$ cat config.mk
export PLATFORM = sky130hd
export DESIGN_NAME = spi_cfg_port
export DESIGN_NICKNAME = d
export VERILOG_FILES = /design/src/rtl/spi_cfg_pkg.sv /design/src/rtl/spi_cfg_sync.sv /design/src/rtl/spi_cfg_fsm.sv /design/src/rtl/spi_cfg_regfile.sv /design/src/rtl/spi_cfg_txpath.sv /design/src/rtl/spi_cfg_port.sv
export SDC_FILE = /design/constraint.sdc
export NUM_CORES = 1
export LEC_CHECK = 0
export BUFFER_PORTS_ARGS = -buffer_cell sky130_fd_sc_hd__buf_2
export CAP_MARGIN = 20
export CORE_UTILIZATION = 47
export CTS_CLUSTER_SIZE = 12
export DETAILED_ROUTE_END_ITERATION = 8
export PLACE_DENSITY = 0.7
export SETUP_SLACK_MARGIN = 0.02
export SYNTH_ARGS = -nofsm -noshare
export SYNTH_HDL_FRONTEND = slang
export SYNTH_SLANG_ARGS = --single-unit
$ cat constraint.sdc
create_clock -name clk -period 9.1 [get_ports clk]
set_input_delay 0.455 -clock clk [delete_from_list [all_inputs] [get_ports clk]]
set_output_delay 0.455 -clock clk [all_outputs]
set_load 0.005 [all_outputs]
$ cat src/rtl/spi_cfg_pkg.sv
package spi_cfg_pkg;
  localparam int unsigned BYTE_BITS = 8;
  localparam int unsigned CNT_W     = $clog2(BYTE_BITS);
  localparam int unsigned MODE_REG  = 0;
  localparam int unsigned MODE_BIT  = 7;

  typedef enum logic {
    PH_INSTR = 1'b0,
    PH_DATA  = 1'b1
  } phase_e;
endpackage

$ cat src/rtl/spi_cfg_sync.sv
module spi_cfg_sync #(
  parameter int unsigned W      = 4,
  parameter int unsigned STAGES = 2,
  parameter logic [W-1:0] INIT  = '0
) (
  input  logic         clk,
  input  logic         rst,
  input  logic [W-1:0] d_i,
  output logic [W-1:0] q_o
);
  logic [W-1:0] stage_q [STAGES];

  generate
    for (genvar s = 0; s < STAGES; s++) begin : g_stage
      if (s == 0) begin : g_first
        always_ff @(posedge clk) begin
          if (rst) stage_q[s] <= INIT;
          else     stage_q[s] <= d_i;
        end
      end else begin : g_next
        always_ff @(posedge clk) begin
          if (rst) stage_q[s] <= INIT;
          else     stage_q[s] <= stage_q[s-1];
        end
      end
    end
  endgenerate

  assign q_o = stage_q[STAGES-1];
endmodule

$ cat src/rtl/spi_cfg_fsm.sv
module spi_cfg_fsm
  import spi_cfg_pkg::*;
#(
  parameter int unsigned ADDR_W = 5
) (
  input  logic                 clk,
  input  logic                 rst,
  input  logic                 cs_act_i,
  input  logic                 sck_i,
  input  logic                 sd_i,
  input  logic                 abort_i,
  output logic                 we_o,
  output logic [ADDR_W-1:0]    waddr_o,
  output logic [BYTE_BITS-1:0] wdata_o,
  output logic                 rd_en_o,
  output logic [ADDR_W-1:0]    raddr_o,
  output logic                 rd_active_o,
  output logic                 fall_o
);
  localparam logic [CNT_W-1:0] LAST_BIT = CNT_W'(BYTE_BITS - 1);

  phase_e                 phase_q;
  logic [CNT_W-1:0]       cnt_q;
  logic [BYTE_BITS-2:0]   sh_q;
  logic                   rw_q;
  logic [ADDR_W-1:0]      addr_q;
  logic                   sck_p_q;

  logic                   rise;
  logic                   live;
  logic                   byte_end;
  logic [BYTE_BITS-1:0]   byte_now;

  assign rise     = sck_i & ~sck_p_q;
  assign fall_o   = ~sck_i & sck_p_q;
  assign live     = cs_act_i & ~abort_i;
  assign byte_now = {sh_q, sd_i};
  assign byte_end = live & rise & (cnt_q == LAST_BIT);

  always_ff @(posedge clk) begin
    if (rst) sck_p_q <= 1'b0;
    else     sck_p_q <= sck_i;
  end

  always_ff @(posedge clk) begin
    if (rst) begin
      phase_q <= PH_INSTR;
      cnt_q   <= '0;
      sh_q    <= '0;
      rw_q    <= 1'b0;
      addr_q  <= '0;
    end else if (!live) begin
      phase_q <= PH_INSTR;
      cnt_q   <= '0;
      rw_q    <= 1'b0;
    end else if (rise) begin
      sh_q  <= byte_now[BYTE_BITS-2:0];
      cnt_q <= cnt_q + 1'b1;
      if (cnt_q == LAST_BIT) begin
        if (phase_q == PH_INSTR) begin
          phase_q <= PH_DATA;
          rw_q    <= byte_now[BYTE_BITS-1];
          addr_q  <= byte_now[ADDR_W-1:0];
        end else begin
          addr_q  <= addr_q + 1'b1;
        end
      end
    end
  end

  always_comb begin
    we_o    = byte_end & (phase_q == PH_DATA) & ~rw_q;
    waddr_o = addr_q;
    wdata_o = byte_now;
    if (phase_q == PH_INSTR) begin
      rd_en_o = byte_end & byte_now[BYTE_BITS-1];
      raddr_o = byte_now[ADDR_W-1:0];
    end else begin
      rd_en_o = byte_end & rw_q;
      raddr_o = addr_q + 1'b1;
    end
  end

  assign rd_active_o = (phase_q == PH_DATA) & rw_q;
endmodule

$ cat src/rtl/spi_cfg_regfile.sv
module spi_cfg_regfile
  import spi_cfg_pkg::*;
#(
  parameter int unsigned ADDR_W = 5
) (
  input  logic                 clk,
  input  logic                 rst,
  input  logic                 we_i,
  input  logic [ADDR_W-1:0]    waddr_i,
  input  logic [BYTE_BITS-1:0] wdata_i,
  input  logic                 rd_en_i,
  input  logic [ADDR_W-1:0]    raddr_i,
  output logic [BYTE_BITS-1:0] rdata_o,
  input  logic [ADDR_W-1:0]    core_raddr_i,
  output logic [BYTE_BITS-1:0] core_rdata_o,
  output logic                 mode4_o
);
  localparam int unsigned DEPTH = 1 << ADDR_W;

  logic [BYTE_BITS-1:0] regs_q [DEPTH];

  generate
    for (genvar i = 0; i < DEPTH; i++) begin : g_reg
      always_ff @(posedge clk) begin
        if (rst)
          regs_q[i] <= '0;
        else if (we_i && (waddr_i == ADDR_W'(i)))
          regs_q[i] <= wdata_i;
      end
    end
  endgenerate

  always_ff @(posedge clk) begin
    if (rst)          rdata_o <= '0;
    else if (rd_en_i) rdata_o <= regs_q[raddr_i];
  end

  always_ff @(posedge clk) begin
    if (rst) core_rdata_o <= '0;
    else     core_rdata_o <= regs_q[core_raddr_i];
  end

  assign mode4_o = regs_q[MODE_REG][MODE_BIT];
endmodule

$ cat src/rtl/spi_cfg_txpath.sv
module spi_cfg_txpath
  import spi_cfg_pkg::*;
(
  input  logic                 clk,
  input  logic                 rst,
  input  logic                 rd_en_i,
  input  logic [BYTE_BITS-1:0] rdata_i,
  input  logic                 fall_i,
  input  logic                 rd_active_i,
  input  logic                 cs_act_i,
  input  logic                 abort_i,
  input  logic                 mode4_i,
  output logic                 sdio_o,
  output logic                 sdio_oe,
  output logic                 sdo_o,
  output logic                 sdo_oe
);
  logic                 load_q;
  logic [BYTE_BITS-1:0] tx_q;
  logic                 bit_q;
  logic                 drive;

  assign drive = rd_active_i & cs_act_i & ~abort_i;

  always_ff @(posedge clk) begin
    if (rst) load_q <= 1'b0;
    else     load_q <= rd_en_i;
  end

  always_ff @(posedge clk) begin
    if (rst) begin
      tx_q  <= '0;
      bit_q <= 1'b0;
    end else if (load_q) begin
      tx_q  <= rdata_i;
    end else if (fall_i && drive) begin
      bit_q <= tx_q[BYTE_BITS-1];
      tx_q  <= {tx_q[BYTE_BITS-2:0], 1'b0};
    end
  end

  always_ff @(posedge clk) begin
    if (rst) begin
      sdio_oe <= 1'b0;
      sdo_oe  <= 1'b0;
    end else begin
      sdio_oe <= drive & ~mode4_i;
      sdo_oe  <= drive &  mode4_i;
    end
  end

  assign sdio_o = bit_q;
  assign sdo_o  = bit_q;
endmodule

$ cat src/rtl/spi_cfg_port.sv
module spi_cfg_port
  import spi_cfg_pkg::*;
#(
  parameter int unsigned ADDR_W      = 5,
  parameter int unsigned SYNC_STAGES = 2
) (
  input  logic                 clk,
  input  logic                 rst,
  input  logic                 csb_i,
  input  logic                 sck_i,
  input  logic                 sdio_i,
  input  logic                 sync_i,
  input  logic [ADDR_W-1:0]    rf_raddr_i,
  output logic                 sdio_o,
  output logic                 sdio_oe,
  output logic                 sdo_o,
  output logic                 sdo_oe,
  output logic [BYTE_BITS-1:0] rf_rdata_o
);
  localparam int unsigned   NIN     = 4;
  localparam logic [NIN-1:0] IN_IDLE = 4'b1000;

  logic [NIN-1:0]       pins_s;
  logic                 csb_s, sck_s, sd_s, abort_s;
  logic                 cs_act;
  logic                 wr_en, rd_en, rd_active, sck_fall, pin_mode4;
  logic [ADDR_W-1:0]    waddr, raddr;
  logic [BYTE_BITS-1:0] wdata, ser_rdata;

  spi_cfg_sync #(.W(NIN), .STAGES(SYNC_STAGES), .INIT(IN_IDLE)) u_sync (
    .clk (clk),
    .rst (rst),
    .d_i ({csb_i, sck_i, sdio_i, sync_i}),
    .q_o (pins_s)
  );

  assign {csb_s, sck_s, sd_s, abort_s} = pins_s;
  assign cs_act = ~csb_s;

  spi_cfg_fsm #(.ADDR_W(ADDR_W)) u_fsm (
    .clk         (clk),
    .rst         (rst),
    .cs_act_i    (cs_act),
    .sck_i       (sck_s),
    .sd_i        (sd_s),
    .abort_i     (abort_s),
    .we_o        (wr_en),
    .waddr_o     (waddr),
    .wdata_o     (wdata),
    .rd_en_o     (rd_en),
    .raddr_o     (raddr),
    .rd_active_o (rd_active),
    .fall_o      (sck_fall)
  );

  spi_cfg_regfile #(.ADDR_W(ADDR_W)) u_rf (
    .clk          (clk),
    .rst          (rst),
    .we_i         (wr_en),
    .waddr_i      (waddr),
    .wdata_i      (wdata),
    .rd_en_i      (rd_en),
    .raddr_i      (raddr),
    .rdata_o      (ser_rdata),
    .core_raddr_i (rf_raddr_i),
    .core_rdata_o (rf_rdata_o),
    .mode4_o      (pin_mode4)
  );

  spi_cfg_txpath u_tx (
    .clk         (clk),
    .rst         (rst),
    .rd_en_i     (rd_en),
    .rdata_i     (ser_rdata),
    .fall_i      (sck_fall),
    .rd_active_i (rd_active),
    .cs_act_i    (cs_act),
    .abort_i     (abort_s),
    .mode4_i     (pin_mode4),
    .sdio_o      (sdio_o),
    .sdio_oe     (sdio_oe),
    .sdo_o       (sdo_o),
    .sdo_oe      (sdo_oe)
  );
endmodule

* Word level (Yosys, flattened, before mapping)
Memories as Yosys holds them, arrays and structs flattened. A register that Yosys moved wholly into a read port is not among the register bits. Index checks and enable logic that the tools add are counted.
Storage, ports and cells: register bits after elaboration 30, RAM bits 264, memories kept 2
Cells by class: $add $sub $neg 2, bitwise logic cells 57, equal/unequal tests 32, reduce and logical (&&, ||, !) cells 41, multiplexer cells 137
Memory list:
- u_rf.regs_q | words 32, bits a word 8, rd ports 3, clocked after Yosys merged registers in 2, write ports 32, line spi_cfg_regfile.sv:20 | logic [BYTE_BITS-1:0] regs_q [DEPTH];
- u_sync.stage_q | words 2, bits a word 4, rd ports 2, clocked after Yosys merged registers in 0, write ports 2, line spi_cfg_sync.sv:11 | logic [W-1:0] stage_q [STAGES];
Operators with widths (count):
- $mux W8 | 34
- $mux W1 | 100
- $eq A5 B5 Y1 const B | 16
- $eq A5 B4 Y1 const B | 8
- $or A1 B1 Y1 | 34
- $logic_and A1 B1 Y1 | 33
- $eq A5 B3 Y1 const B | 4
- $and A1 B1 Y1 | 14
- $eq A5 B2 Y1 const B | 2
- $not A1 Y1 | 9
- $mux W4 | 2
- $reduce_and A2 Y1 | 3
- $reduce_and A3 Y1 | 2
- $add A5 B1 Y5 const B | 1
- $eq A5 B1 Y1 const B | 1
- $logic_not A5 Y1 | 1
- $mux W5 | 1
- $add A3 B1 Y3 const B | 1
- $eq A3 B3 Y1 const B | 1
- $reduce_bool A2 Y1 | 1
- $reduce_or A2 Y1 | 1

* Logic depth before layout (Yosys ltp)
word-level depth 11, gate-level depth with buffers 15

* Hierarchy
A second synthesis with hierarchy kept.
Second synthesis, totals: cell total of the unflattened synthesis 1259, area, all modules 16349.4 µm²
By module, submodules not included:
- spi_cfg_regfile | cells an instance 1092, seq. area each 8007.7 µm², area an instance 14652.8 µm², instances 1
- spi_cfg_fsm | cells an instance 93, seq. area each 360.3 µm², area an instance 903.4 µm², instances 1
- spi_cfg_txpath | cells an instance 57, seq. area each 240.2 µm², area an instance 579.3 µm², instances 1
- spi_cfg_sync | cells an instance 16, seq. area each 160.2 µm², area an instance 210.2 µm², instances 1
- spi_cfg_port | cells an instance 1, seq. area each 0.0 µm², area an instance 3.8 µm², instances 1

* Least setup slack after synthesis
OpenSTA, ideal clock, no wires.
kind register -> register, start reg u_fsm.addr_q[0] (netlist: u_fsm.waddr_o[0]), end reg u_rf.rdata_o[5], read port of u_rf.regs_q, arrival time 2.761 ns, path buffers 6, data required time 8.984 ns, period minus slack after synthesis 2.876 ns, stages on the path, launching flop included 16, path slack 6.224 ns, path through dfxtp_1 -> clkbuf_1 -> inv_1 -> clkbuf_1 -> ha_1 -> and2_1 -> buf_6 -> or2_1 -> buf_4 -> buf_6 -> buf_4 -> nand2_1 -> nand3_1 -> a211oi_1 -> a21oi_1 -> and3_1
Between the ends: cells in the longest elaborated chain, start to end 2
RTL lines:
- start, declared | line spi_cfg_fsm.sv:26 | logic [ADDR_W-1:0] addr_q;
- start signal, assigned | line spi_cfg_fsm.sv:63 | addr_q <= byte_now[ADDR_W-1:0];
- start signal, assigned | line spi_cfg_fsm.sv:65 | addr_q <= addr_q + 1'b1;
- $add A5 B1 Y5 | line spi_cfg_fsm.sv:80 | raddr_o = addr_q + 1'b1;
- $mux W5 | line spi_cfg_fsm.sv:75 | if (phase_q == PH_INSTR) begin
- end, declared | line spi_cfg_regfile.sv:13 | output logic [BYTE_BITS-1:0] rdata_o,
Every way passes these cells. A chain may end at the register's enable or synchronous reset.

* Worst setup path in the final report
start reg u_fsm.addr_q[0] (netlist: u_fsm.waddr_o[0]), end reg u_rf.rdata_o[1], read port of u_rf.regs_q
Same word-level chain as after synthesis.

==> impl_metrics.tcl <==
set metrics [dict create \
    clock.fmax_ghz 0.264 \
    die_h_um 190 \
    routed_wl_um 51900 \
    ys_types 50 \
    fill_cells 2914 \
    die-area_sq_um 36200 \
    worstSkewPairLatency_ns 0.53 \
    gp_congestion 1.02 \
    h-tree-depth 2 \
    finalSetupViolCount 0 \
    num_vias 12579 \
    hold_viol_final 0 \
    post_cts_buffers 0 \
    route.detailed.drc 0 \
    drive_above_1_share_pct 15.7 \
    regToRegSetupSlack_ns 5.31 \
    numCtsBuffers 35 \
    status "finished, final reports clean" \
    yosys.area.top_type_share_pct 46.1 \
    yosys.area_share.adder_pct 0.600 \
    via_per_inst 6.51 \
    hp-class "in -> reg" \
    cts-hold-fix-buffers 0 \
    grt_pass1_wl_um 76500 \
    skew_ns 0.0280 \
    path_common_cell "buf_4" \
    cp_max_fo 30 \
    syn_inst 1460 \
    antenna_found_initial 3 \
    cp_data_required_time_ns 9.55 \
    multi_input_area_sq_um 7360 \
    wire_per_inst_um 26.9 \
    regArea_sq_um 8770 \
    start_util_pct 48.0 \
    synth-xor-area-share_pct 0.105 \
    period_share_pct 41.7 \
    path_clk_slew_ns 0.06 \
    ir_worst_vdd_mv 0.142 \
    ys_top_cells_by_area "edfxtp_1, mux4_2, and2_1" \
    power.leakage_nw 6.38 \
    ys_seq_area_share_pct 52.6 \
    arrival_ns 4.24 \
    muxShareOfSynthArea_pct 14.7 \
    critPathSlowestCell "dfxtp_1" \
    slew_viol_final 0 \
    area_growth_pct 9.78 \
    post_cts_resized 0 \
    synth_top_family_by_area "simple AND/OR/NAND/NOR gates" \
    port_buffers 22 \
    mostFrequentLayoutCells "edfxtp_1, and2_1, nand2_1" \
    rsz0062_at_grt "false" \
    max_cap_violations 0 \
    yosys.area_share.simple_pct 20.1 \
    worstSetupEndpointType "flop" \
    grt_max_degree 68 \
    whs_ns 0.146 \
    grt_remaining_overflow 0 \
    pre_cts_ws_ns 5.42 \
    finalWorstSetupSlack_ns 5.31 \
    nNetsFinal 1470 \
    initialDrtViolationCount 2162 \
    path_class "reg -> reg" \
    path_cells "inv_1 -> ha_1 -> and2_1 -> buf_4 -> or2_2 -> buf_4 -> nand2_1 -> a32oi_1 -> a31oi_1 -> or4_1 -> nor3_1" \
    synth-seq-cells 310 \
    synth_edf_count 256 \
    postSynthAreaPerCell_sq_um 11.4 \
    postLayoutCellArea_sq_um 18300 \
    synth-main-ff-cell "edfxtp_1" \
    firstDrtPassIters 6 \
    cts_root_buffer "clkbuf_16" \
    fp-row-count 68 \
    grt_pass1_vias 11571 \
    die_x_um 190 \
    mappedNetlistArea_sq_um 16700 \
    layout_commonest_cell "edfxtp_1" \
    start_kind "flop" \
    worst_pin_slew_ns 1.11 \
    fin_crit_ns 3.79 \
    setup_tns_ns 0 \
    synth_top_cell_by_area "edfxtp_1" \
    max_stage_delay_ns 0.72 \
    power_per_cell_area_nw_per_um2 178 \
    numClockSinks 310 \
    async_reset_ff_share_pct 0 \
    cts_tree "done" \
    ys_warn_count 0 \
    dp_hpwl_um 34800 \
    slew_headroom_pct 25.4 \
    dpl-instance-area_sq_um 17100 \
    grt_usage_pct 29.0 \
    clk_path_buf_depth 3 \
    synth_nets 1479 \
    core_area_sq_um 34700 \
    synth_compound_area_share_pct 8.53 \
    ant_nets 0 \
    pin_count 23 \
]
[metal layers]
metal  routed length, um  part of all wire (%)  GRT usage [%]  vias to the layer above
li1                    -                     -              -                     5354
met1               20200                    39           40.9                     6131
met2               22800                    44           43.0                      952
met3                6450                    12           6.05                      142
met4                2500                   4.8           13.0                        0
met5                   0                     0              0                        -
[cell usage after synthesis (13+ instances only)]
cell / instances
nor2_1: 85
nand2_1: 204
a21oi_1: 65
mux2i_1: 21
and2_1: 229
buf_1: 13
edfxtp_1: 256
nor2b_1: 13
o21ai_0: 39
clkbuf_1: 60
nor3_1: 58
nand3_1: 45
mux4_2: 99
nand2b_1: 14
dfxtp_1: 54
a211oi_1: 16
a22oi_1: 44
o22ai_1: 27
buf_2: 34
[final cells by class]
type,instances,share of cell area [%]
Inverter,8,0.164
Multi-Input combinational cell,1025,40.2
Timing Repair Buffer,71,2.56
Clock buffer,43,5.06
Sequential cell,310,47.9
Antenna cell,3,0.0410
Clock inverter,18,0.930
Tap cell,455,3.11
[path summary, 6_finish.rpt]
path                                   startpoint                         endpoint  cells after the start
setup reg to reg    u_fsm.waddr_o[0]$_SDFFE_PP0P_     u_rf.rdata_o[1]$_SDFFE_PP0P_                     11
hold / removal                              csb_i  u_sync.stage_q[0][3]$_SDFF_PP1_                      2
setup / recovery    u_fsm.waddr_o[0]$_SDFFE_PP0P_     u_rf.rdata_o[1]$_SDFFE_PP0P_                     11
hold reg to reg   u_sync.stage_q[0][3]$_SDFF_PP1_  u_sync.stage_q[1][3]$_SDFF_PP1_                      1
[state kept, by name, summed over array words and instances, names as in the netlist]
register           flops
u_rf.rdata_o           8
u_tx.sdo_oe            1
u_fsm.waddr_o          5
u_fsm.sck_p_q          1
u_tx.sdio_o            1
u_rf.core_rdata_o      8
u_tx.sdio_oe           1
u_fsm.sh_q             7
u_tx.tx_q              8
u_rf.regs_q          256
u_fsm.cnt_q            3
u_sync.stage_q         8
u_fsm.phase_q          1
u_tx.load_q            1
u_fsm.rw_q             1
[through the flow]
step	std cells	utilization (%)	total power, mW
after floorplan	1460	-	1.80
after global placement	1854	49.3	1.90
after detailed placement	1857	49.3	1.90
after CTS	1918	52.5	3.26
after global routing	1932	52.7	3.34
final	1933	52.7	3.26
[where the power goes]
part / internal [mW] / total (mW) / switching, mW
logic: 0.103 / 0.233 / 0.130
clock network: 0.809 / 1.38 / 0.568
registers: 1.60 / 1.65 / 0.0518
total: 2.51 / 3.26 / 0.750
[worst max-delay path: cells and delay by family, from the launching register on]
kind	cells	cell delay, ns
simple gates	5	1.30
buf+inv	3	0.87
flops	1	0.72
fa+ha+maj	1	0.46
compound gates	2	0.31
[kinds of logic after synthesis]
logic type / Yosys count
xor gates and xnor gates: 2
buffers and inverters: 125
DFF: 310
muxes: 121
and+or+nand+nor: 667
adders and majority gates: 8
AOI/OAI and AO/OA: 227
Power figures use the tool's default switching activity.
